`config.mk`:
```
export PLATFORM = sky130hd
export DESIGN_NAME = burst_addr_gen
export DESIGN_NICKNAME = d
export VERILOG_FILES = /design/src/rtl/burst_pkg.sv /design/src/rtl/burst_step_ctr.sv /design/src/rtl/burst_start_reg.sv /design/src/rtl/burst_order_map.sv /design/src/rtl/burst_addr_gen.sv
export SDC_FILE = /design/constraint.sdc
export NUM_CORES = 1
export LEC_CHECK = 0
export BUFFER_PORTS_ARGS = -buffer_cell sky130_fd_sc_hd__buf_4
export CAP_MARGIN = 10
export CORE_AREA = 2 2 39 41
export CTS_CLUSTER_DIAMETER = 150
export DETAILED_ROUTE_END_ITERATION = 7
export DIE_AREA = 0 0 41 43
export PLACE_DENSITY = 0.32
export SYNTH_ARGS = -nofsm -noshare
export SYNTH_HDL_FRONTEND = slang
export SYNTH_SLANG_ARGS = --single-unit
```
`constraint.sdc`:
```
create_clock -name clk_i -period 1.8 [get_ports clk_i]
set_input_delay 0.18 -clock clk_i [delete_from_list [all_inputs] [get_ports clk_i]]
set_output_delay 0.18 -clock clk_i [all_outputs]
set_load 0.02 [all_outputs]
```
`src/rtl/burst_pkg.sv`:
```
package burst_pkg;
  typedef enum logic {
    ORD_LINEAR     = 1'b0,
    ORD_INTERLEAVE = 1'b1
  } burst_order_e;
endpackage

```
`src/rtl/burst_step_ctr.sv`:
```
module burst_step_ctr #(
  parameter int LO_W = 2
) (
  input  logic            clk_i,
  input  logic            rst_ni,
  input  logic            suspend_i,
  input  logic            step_nload_i,
  output logic [LO_W-1:0] step_o
);
  typedef logic [LO_W-1:0] step_t;
  step_t step_q;

  always_ff @(posedge clk_i or negedge rst_ni) begin
    if (!rst_ni)                        step_q <= '0;
    else if (!suspend_i && !step_nload_i) step_q <= '0;
    else if (!suspend_i)                step_q <= step_q + step_t'(1);
  end

  assign step_o = step_q;

  AST_LOAD_RESTARTS: assert property (@(posedge clk_i) disable iff (!rst_ni)
    (!suspend_i && !step_nload_i) |=> (step_q == '0));
  AST_STEP_WRAPS: assert property (@(posedge clk_i) disable iff (!rst_ni)
    (!suspend_i && step_nload_i) |=> (step_q == step_t'($past(step_q) + 1'b1)));
  AST_STEP_FROZEN: assert property (@(posedge clk_i) disable iff (!rst_ni)
    suspend_i |=> $stable(step_q));
endmodule

```
`src/rtl/burst_start_reg.sv`:
```
module burst_start_reg #(
  parameter int LO_W = 2
) (
  input  logic            clk_i,
  input  logic            rst_ni,
  input  logic            suspend_i,
  input  logic            step_nload_i,
  input  logic [LO_W-1:0] start_addr_i,
  output logic [LO_W-1:0] start_o
);
  logic [LO_W-1:0] start_q;

  always_ff @(posedge clk_i or negedge rst_ni) begin
    if (!rst_ni)                        start_q <= '0;
    else if (!suspend_i && !step_nload_i) start_q <= start_addr_i;
  end

  assign start_o = start_q;

  AST_START_KEPT: assert property (@(posedge clk_i) disable iff (!rst_ni)
    (suspend_i || step_nload_i) |=> $stable(start_q));
endmodule

```
`src/rtl/burst_order_map.sv`:
```
module burst_order_map
  import burst_pkg::*;
#(
  parameter int LO_W = 2
) (
  input  logic            order_i,
  input  logic [LO_W-1:0] start_i,
  input  logic [LO_W-1:0] step_i,
  output logic [LO_W-1:0] addr_o
);
  logic [LO_W-1:0] lin_addr;
  logic [LO_W-1:0] ilv_addr;

  assign lin_addr = start_i + step_i;  // wraps at burst length
  assign ilv_addr = start_i ^ step_i;

  always_comb begin
    unique case (burst_order_e'(order_i))
      ORD_INTERLEAVE: addr_o = ilv_addr;
      default:        addr_o = lin_addr;
    endcase
  end
endmodule

```
`src/rtl/burst_addr_gen.sv`:
```
module burst_addr_gen #(
  parameter int LO_W = 2
) (
  input  logic            clk_i,
  input  logic            rst_ni,
  input  logic            suspend_i,
  input  logic            step_nload_i,
  input  logic            order_i,
  input  logic [LO_W-1:0] start_addr_i,
  output logic [LO_W-1:0] burst_addr_o
);
  logic [LO_W-1:0] step_w;
  logic [LO_W-1:0] start_w;

  burst_step_ctr #(.LO_W(LO_W)) u_step (
    .clk_i        (clk_i),
    .rst_ni       (rst_ni),
    .suspend_i    (suspend_i),
    .step_nload_i (step_nload_i),
    .step_o       (step_w)
  );

  burst_start_reg #(.LO_W(LO_W)) u_start (
    .clk_i        (clk_i),
    .rst_ni       (rst_ni),
    .suspend_i    (suspend_i),
    .step_nload_i (step_nload_i),
    .start_addr_i (start_addr_i),
    .start_o      (start_w)
  );

  burst_order_map #(.LO_W(LO_W)) u_map (
    .order_i (order_i),
    .start_i (start_w),
    .step_i  (step_w),
    .addr_o  (burst_addr_o)
  );

  AST_FIRST_BEAT: assert property (@(posedge clk_i) disable iff (!rst_ni)
    (!suspend_i && !step_nload_i) |=> (burst_addr_o == $past(start_addr_i)));
  AST_OUT_FROZEN: assert property (@(posedge clk_i) disable iff (!rst_ni)
    suspend_i |=> ((order_i != $past(order_i)) || $stable(burst_addr_o)));
  AST_RESET_ZERO: assert property (@(posedge clk_i)
    !rst_ni |-> (burst_addr_o == '0));
endmodule

```
# Yosys cells after proc, flatten, opt, wreduce, memory -nomap -nowiden
# Index checks and enable logic that the tools add are counted.
# Widths: inputs -> output; s select.
[classes] bitwise=1 n_reduce_logical=3 n_mux=3 eq_ne=1 n_addsub=2
[ops] cell="$mux 2" count=3
[ops] cell="$add 2x1->2 const B" count=1
[ops] cell="$add 2x2->2" count=1
[ops] cell="$logic_not 1->1" count=2
[ops] cell="$ne 2x1->1 const B" count=1
[ops] cell="$xor 2x2->2" count=1
[ops] cell="$logic_and 1x1->1" count=1
[word_totals] elab_cells=12 register_bits=4

# Depth between registers and ports, before layout
# Gate-level depths: netlist (run 1).
[depth] ltp_word=3 mapped_depth=3 depth_no_buf=3

# Cells and area by module
# A second synthesis (run 1) with hierarchy kept.
[unflattened] cells_unflattened=18 hier_area_um2=219.0
[modules_own_cells] mod="burst_step_ctr" area_each_um2=103.8 cells_per_inst=9 n_inst=1 seq_area_each_um2=50.0
[modules_own_cells] mod="burst_start_reg" area_each_um2=78.8 cells_per_inst=5 n_inst=1 seq_area_each_um2=50.0
[modules_own_cells] mod="burst_order_map" area_each_um2=36.3 cells_per_inst=4 n_inst=1 seq_area_each_um2=0.0

# Least setup slack after synthesis (run 1)
# Ideal clock, no wire load.
[synth_timing] path_kind="reg2out" start="register u_step.step_q[0] (netlist: u_step.step_o[0])" end="output port burst_addr_o[1]" path_buffers=0 slack_ns=0.534 t_arrival_ns=1.086 t_required_ns=1.620 stages_incl_launch_ff=4 path_cell_list="dfrtp_1 -> ha_1 -> nor2b_1 -> xnor2_1"
[synth_between] elab_chain_len=2
[synth_rtl] item="from (decl)" line_no="burst_step_ctr.sv:11" rtl="step_t step_q;"
[synth_rtl] item="from (signal assigned)" line_no="burst_step_ctr.sv:16" rtl="else if (!suspend_i) step_q <= step_q + step_t'(1);"
[synth_rtl] item="$add 2x2->2" line_no="burst_order_map.sv:14" rtl="assign lin_addr = start_i + step_i;"
[synth_rtl] item="$mux 2" line_no="burst_order_map.sv:18" rtl="unique case (burst_order_e'(order_i))"
[synth_rtl] item="to (decl)" line_no="burst_addr_gen.sv:10" rtl="output logic [LO_W-1:0] burst_addr_o"
# Every way passes these cells.

# Worst setup path after layout (run 1)
# Same ends and word-level chain as after synthesis.

==> results of run 1 <==
## critical path: cells and delay by family, from the launching register on
kind                     cells  cell delay (ps)
XOR/XNOR                     1              130
adder cells (fa/ha/maj)      1              200
buffers and inverters        1              160
flip-flops                   1              410
AND/OR/NAND/NOR              1              130
## worst paths after layout
| check | slack, ps | endpoint | startpoint |
|---|---|---|---|
| max | 360 | burst_addr_o[1] | u_step.step_o[0] |
| min | 170 | u_start.start_o[1] | start_addr_i[1] |
| max reg2reg | 990 | u_step.step_o[1] | u_step.step_o[0] |
| min reg2reg | 500 | u_start.start_o[0] | u_start.start_o[0] |
| max in group asynchronous | 1410 | u_start.start_o[0] | rst_ni |
| min in group asynchronous | 290 | u_step.step_o[0] | rst_ni |
## cell families (layout without fill, tap and decap cells)
kind of cell,Yosys count,count (layout)
AOI/OAI and AO/OA,3,3
xor gates and xnor gates,2,2
adders and majority gates,1,1
buffers and inverters,0,12
DFF,4,4
muxes,2,2
and+or+nand+nor,6,6
## through the flow
| step | hold slack (ps) | std cells |
|---|---|---|
| global route | 164 | 46 |
| global placement | -21.6 | 42 |
| finish | 174 | 46 |
| detailed placement | -21.9 | 42 |
| floorplan | -116 | 18 |
| CTS | 166 | 46 |
## report_power, final
group | total (mW) | switching, mW | internal [mW]
combinational | 0.0878 | 0.0404 | 0.0474
clock | 0.105 | 0.0312 | 0.0742
sequential | 0.113 | 0.00971 | 0.103
total | 0.306 | 0.0813 | 0.225
## final cells by class
| class | count | area [sq um] | share of cell area [%] |
|---|---|---|---|
| tap | 16 | 20.0 | 6.35 |
| sequential | 4 | 100 | 31.7 |
| multi-input combinational | 14 | 103 | 32.5 |
| clock buffer | 3 | 22.5 | 7.14 |
| timing repair buffer | 9 | 70.1 | 22.2 |
## cell usage in the layout (no fill, tap or decap)
master and n:
buf_4 8, dfrtp_1 4, clkbuf_4 3, xnor2_1 2, nor2b_1 2, mux2_1 2, nand2b_1 2, o21ai_0 2
nor2_2 1, o21ai_1 1, nand2_1 1, ha_1 1, dlygate4sd3_1 1
## what timing repair did
item                                    in CTS  in global routing
hold endpoints to repair                     4                  0
endpoints found under the setup margin       0                  0
hold buffers                                 1                  0
## routing by layer
layer | global-route usage, % | up-vias | share of wire (%)
li1 | - | 88 | -
met3 | 3.14 | 0 | 6.1
met5 | 0 | - | 0
met2 | 7.19 | 4 | 51
met4 | 6.00 | 0 | 0
met1 | 5.23 | 72 | 43
## sequential cells by signal, summed over array words and instances (netlist names)
| name | count |
|---|---|
| u_start.start_o | 2 |
| u_step.step_o | 2 |
==> flow_summary.ini, run 1 <==
[run_status]
status = finished, final reports clean

[grt]
grt_max_degree = 6
track_usage_pct = 5.45
grt_pass1_wl_um = 593
grt.overflow.total = 0
grt_antenna_before_repair = 0
grt_pass1_vias = 166

[worst_hold_path]
hold_class = primary input to flip-flop
min_delay_path_depth = 2

[sta]
rsz0062_at_grt = no
max_freq_ghz = 0.695
tns_ps = 0
min_period_ps = 1440
finClkSkew_ps = 0.0332
finalCritPeriodShare_pct = 79.9
drv_slew = 0
worst_pin_slew_ps = 172
relSlewSlack_pct = 88.5
hold_viol = 0
worst_slack_ps = 361
finalSetupViolCount = 0

[yosys]
synth_seq_area_share_pct = 49.4
synth.distinct_cells = 10
synth_area_per_cell_sq_um = 11.3
synth-edff-count = 0
ys_ff_latch = 4
yosys_most_used_dff = dfrtp_1
synth_top_family_by_area = simple AND/OR/NAND/NOR gates
synth_cells = 18
synthAdderAreaFrac_pct = 6.17
yosys-top-cells-area = dfrtp_1 (49%), mux2_1 (11%), xnor2_1 (8.6%)
synth_nets = 26
synth_most_common_cell = dfrtp_1
synthXorXnorAreaFrac_pct = 8.64
ys_warn_count = 0
synthArstFlopShare_pct = 100
synth_top_cell_by_area = dfrtp_1
netlist_area_sq_um = 203
yosys.area_share.simple_pct = 17.3
synth_compound_area_share_pct = 7.41
post_synth_mux_area_share_pct = 11.1
synth_top_cell_area_share_pct = 49.4

[place]
gp_congestion = 0.605
dp_hpwl_um = 331
dpl_cell_area_sq_um = 283
place_ws_ps = 594
io_buffers = 8

[finish]
diodes = 0
utilization_pct = 22.8
n_fill_cell = 156
final_area_sq_um = 315
area_growth_pct = 55.6
layout-drive-gt1-share_pct = 40.0
nNetsFinal = 40

[worst_setup_path]
slowest_delay_ps = 410
worstPathMaxFanout = 5
cp_slowest_cell = dfrtp_1
cp-start-kind = flip-flop
path_class = flip-flop to primary output
cp.arrival_ps = 1260
worstPathRequired_ps = 1620
path_cells = ha_1 > nor2b_1 > xnor2_1 > buf_4
endpoint_kind = primary output
worst-r2r-cell-count = 3

[clock_tree]
clock_sinks = 4
clk_latency_ps = 230
cts_root_buf = clkbuf_4
clkTransAtPathRegs_ps = 40
htreeDepth = 1
postCtsSetupBuffers = 0
cts-resized-gates = 0
cts_tree = yes
cts_made_buffers = 3
cts.path.max_buffers = 2

[floorplan]
pin_count = 9
die_w_um = 41
core_area_sq_mm = 0.00138
dieArea_sq_mm = 0.00176
rows = 14
die_h_um = 43
initial_core_util_pct = 14.6

[power]
p_total_uw = 306
vdd_drop_max_mv = 0.299
leakagePower_nw = 0.141
power_density_mw_per_mm2 = 970

[detailed_routing]
drt-total-wl_um = 376
firstDrtPassIters = 1
drc = 0
drt-initial-drc-count = 0
drt.antenna.violating_nets = 0
via_per_inst = 3.57
post_drt_wl_per_cell_um = 8.17
num_vias = 164

[job]
drv_cap = 0
Note: power is estimated with default switching activity, not from simulation.
==> run 2: changes to the inputs <==
==> constraint.sdc (replaced) <==
create_clock -name clk_i -period 1.4 [get_ports clk_i]
set_input_delay 0.14 -clock clk_i [delete_from_list [all_inputs] [get_ports clk_i]]
set_output_delay 0.14 -clock clk_i [all_outputs]
set_load 0.02 [all_outputs]
==> run 2 against run 1 <==
Net effect:
- utilization grew 2.4 points
- worst setup slack lost 290 ps
- largest cell class unchanged
- die area unchanged
- sequential share of layout area shrank 3.0 points
- critical endpoint unchanged
==> flow_summary.ini, run 2 (synthesis gave the netlist of run 1 again) <==
[run_status]
status = finished, final reports clean

[power]
vdd_drop_max_mv = 0.329
leakagePower_nw = 0.156
power_density_mw_per_mm2 = 1200

[floorplan]
rows = 14
die_w_um = 41
initial_core_util_pct = 14.6
die_h_um = 43
core_area_sq_mm = 0.00138
dieArea_sq_mm = 0.00176
pin_count = 9

[grt]
grt_max_degree = 5
grt_pass1_vias = 174
grt.overflow.total = 0
grt_pass1_wl_um = 627
grt_antenna_before_repair = 0
track_usage_pct = 5.65

[detailed_routing]
post_drt_wl_per_cell_um = 8.06
drt-total-wl_um = 387
drt.antenna.violating_nets = 0
drc = 0
via_per_inst = 3.52
drt-initial-drc-count = 4
firstDrtPassIters = 4
num_vias = 169

[worst_setup_path]
cp.arrival_ps = 1190
cp-start-kind = flip-flop
worstPathRequired_ps = 1260
path_class = flip-flop to primary output
cp_slowest_cell = dfrtp_1
path_buf_inv = 1
worst-r2r-cell-count = 5
path_cells = ha_2 > nor2b_4 > xnor2_2 > buf_4
worstPathMaxFanout = 2
path_depth = 4
slowest_delay_ps = 370
path_delay_family = flip-flops
endpoint_kind = primary output

[clock_tree]
clk_latency_ps = 230
cts.path.max_buffers = 2
cts_tree = yes
htreeDepth = 1
clock_sinks = 4
cts_made_buffers = 3
clkTransAtPathRegs_ps = 30
cts_root_buf = clkbuf_4

[finish]
nNetsFinal = 42
diodes = 0
layout_common_cells = buf_4 (10), dfrtp_1 (4), clkbuf_4 (3)
final_area_sq_um = 348
area_growth_pct = 71.6
final_common_cell = buf_4
layout-drive-gt1-share_pct = 53.1

[place]
io_buffers = 8
dpl_cell_area_sq_um = 283
gp_congestion = 0.594

[sta]
max_freq_ghz = 0.754
hold_viol = 0
relSlewSlack_pct = 83.7
drv_slew = 0
min_period_ps = 1330
finClkSkew_ps = 0.0115
worst_pin_slew_ps = 242
finalCritPeriodShare_pct = 94.8
tns_ps = 0
rsz0062_at_grt = no
finalSetupViolCount = 0

[job]
drv_cap = 0

[worst_hold_path]
min_delay_path_depth = 2
hold_class = primary input to flip-flop
-- run 2: area by class of cell --
cell class | instances | area, sq um
clock buffers | 3 | 22.5
flip-flops and latches | 4 | 100
repair buffers | 11 | 85.1
fillers | 159 | 1040
multi-input cells | 14 | 120
well taps | 16 | 20.0
-- run 2: worst paths after layout --
| kind | start | end | slack, ps |
|---|---|---|---|
| max | u_start.start_o[0] | burst_addr_o[1] | 70 |
| min in group asynchronous | rst_ni | u_step.step_o[0] | 250 |
| min | start_addr_i[1] | u_start.start_o[1] | 130 |
| max in group asynchronous | rst_ni | u_start.start_o[1] | 1060 |
| max reg2reg | u_step.step_o[0] | u_step.step_o[1] | 440 |
| min reg2reg | u_start.start_o[0] | u_start.start_o[0] | 500 |
-- run 2: worst register-to-register path: stages (launching register included) --
cell and delay (ps):
dfrtp_1 370, buf_4 130, buf_4 130, nor2b_1 90
o21ai_0 70, o21ai_1 80
-- run 2: power by group --
| group | switching, mW | internal [mW] | leakage, nW |
|---|---|---|---|
| Combinational | 0.0605 | 0.0774 | 0.0933 |
| Sequential | 0.0102 | 0.132 | 0.0494 |
| Clock | 0.0408 | 0.0954 | 0.0138 |
| Total | 0.112 | 0.305 | 0.156 |
-- run 2: repair_timing --
action	CTS	global route
setup buffers	1	1
endpoints found under the hold margin	4	0
hold buffers	1	0
endpoints found under the setup margin	1	1
gates resized for setup	0	4
pin swaps	0	2
-- run 2: metrics by stage --
step	total power, mW	util [%]	hold slack, ps	setup slack (ps)	cells
after CTS	0.413	23.3	125	24.7	47
after global placement	0.259	20.4	-63.8	241	42
after detailed placement	0.260	20.4	-62.5	216	42
after floorplan	0.211	-	-156	174	18
after global routing	0.447	25.1	141	3.69	48
final	0.417	25.1	131	73.2	48
-- run 2: layer usage --
metal	up-vias	global-route usage (%)	share of wire, %
met5	-	0	0
met4	0	6.00	0
met3	0	1.57	8.5
met2	4	7.50	57
met1	76	6.54	35
li1	89	-	-
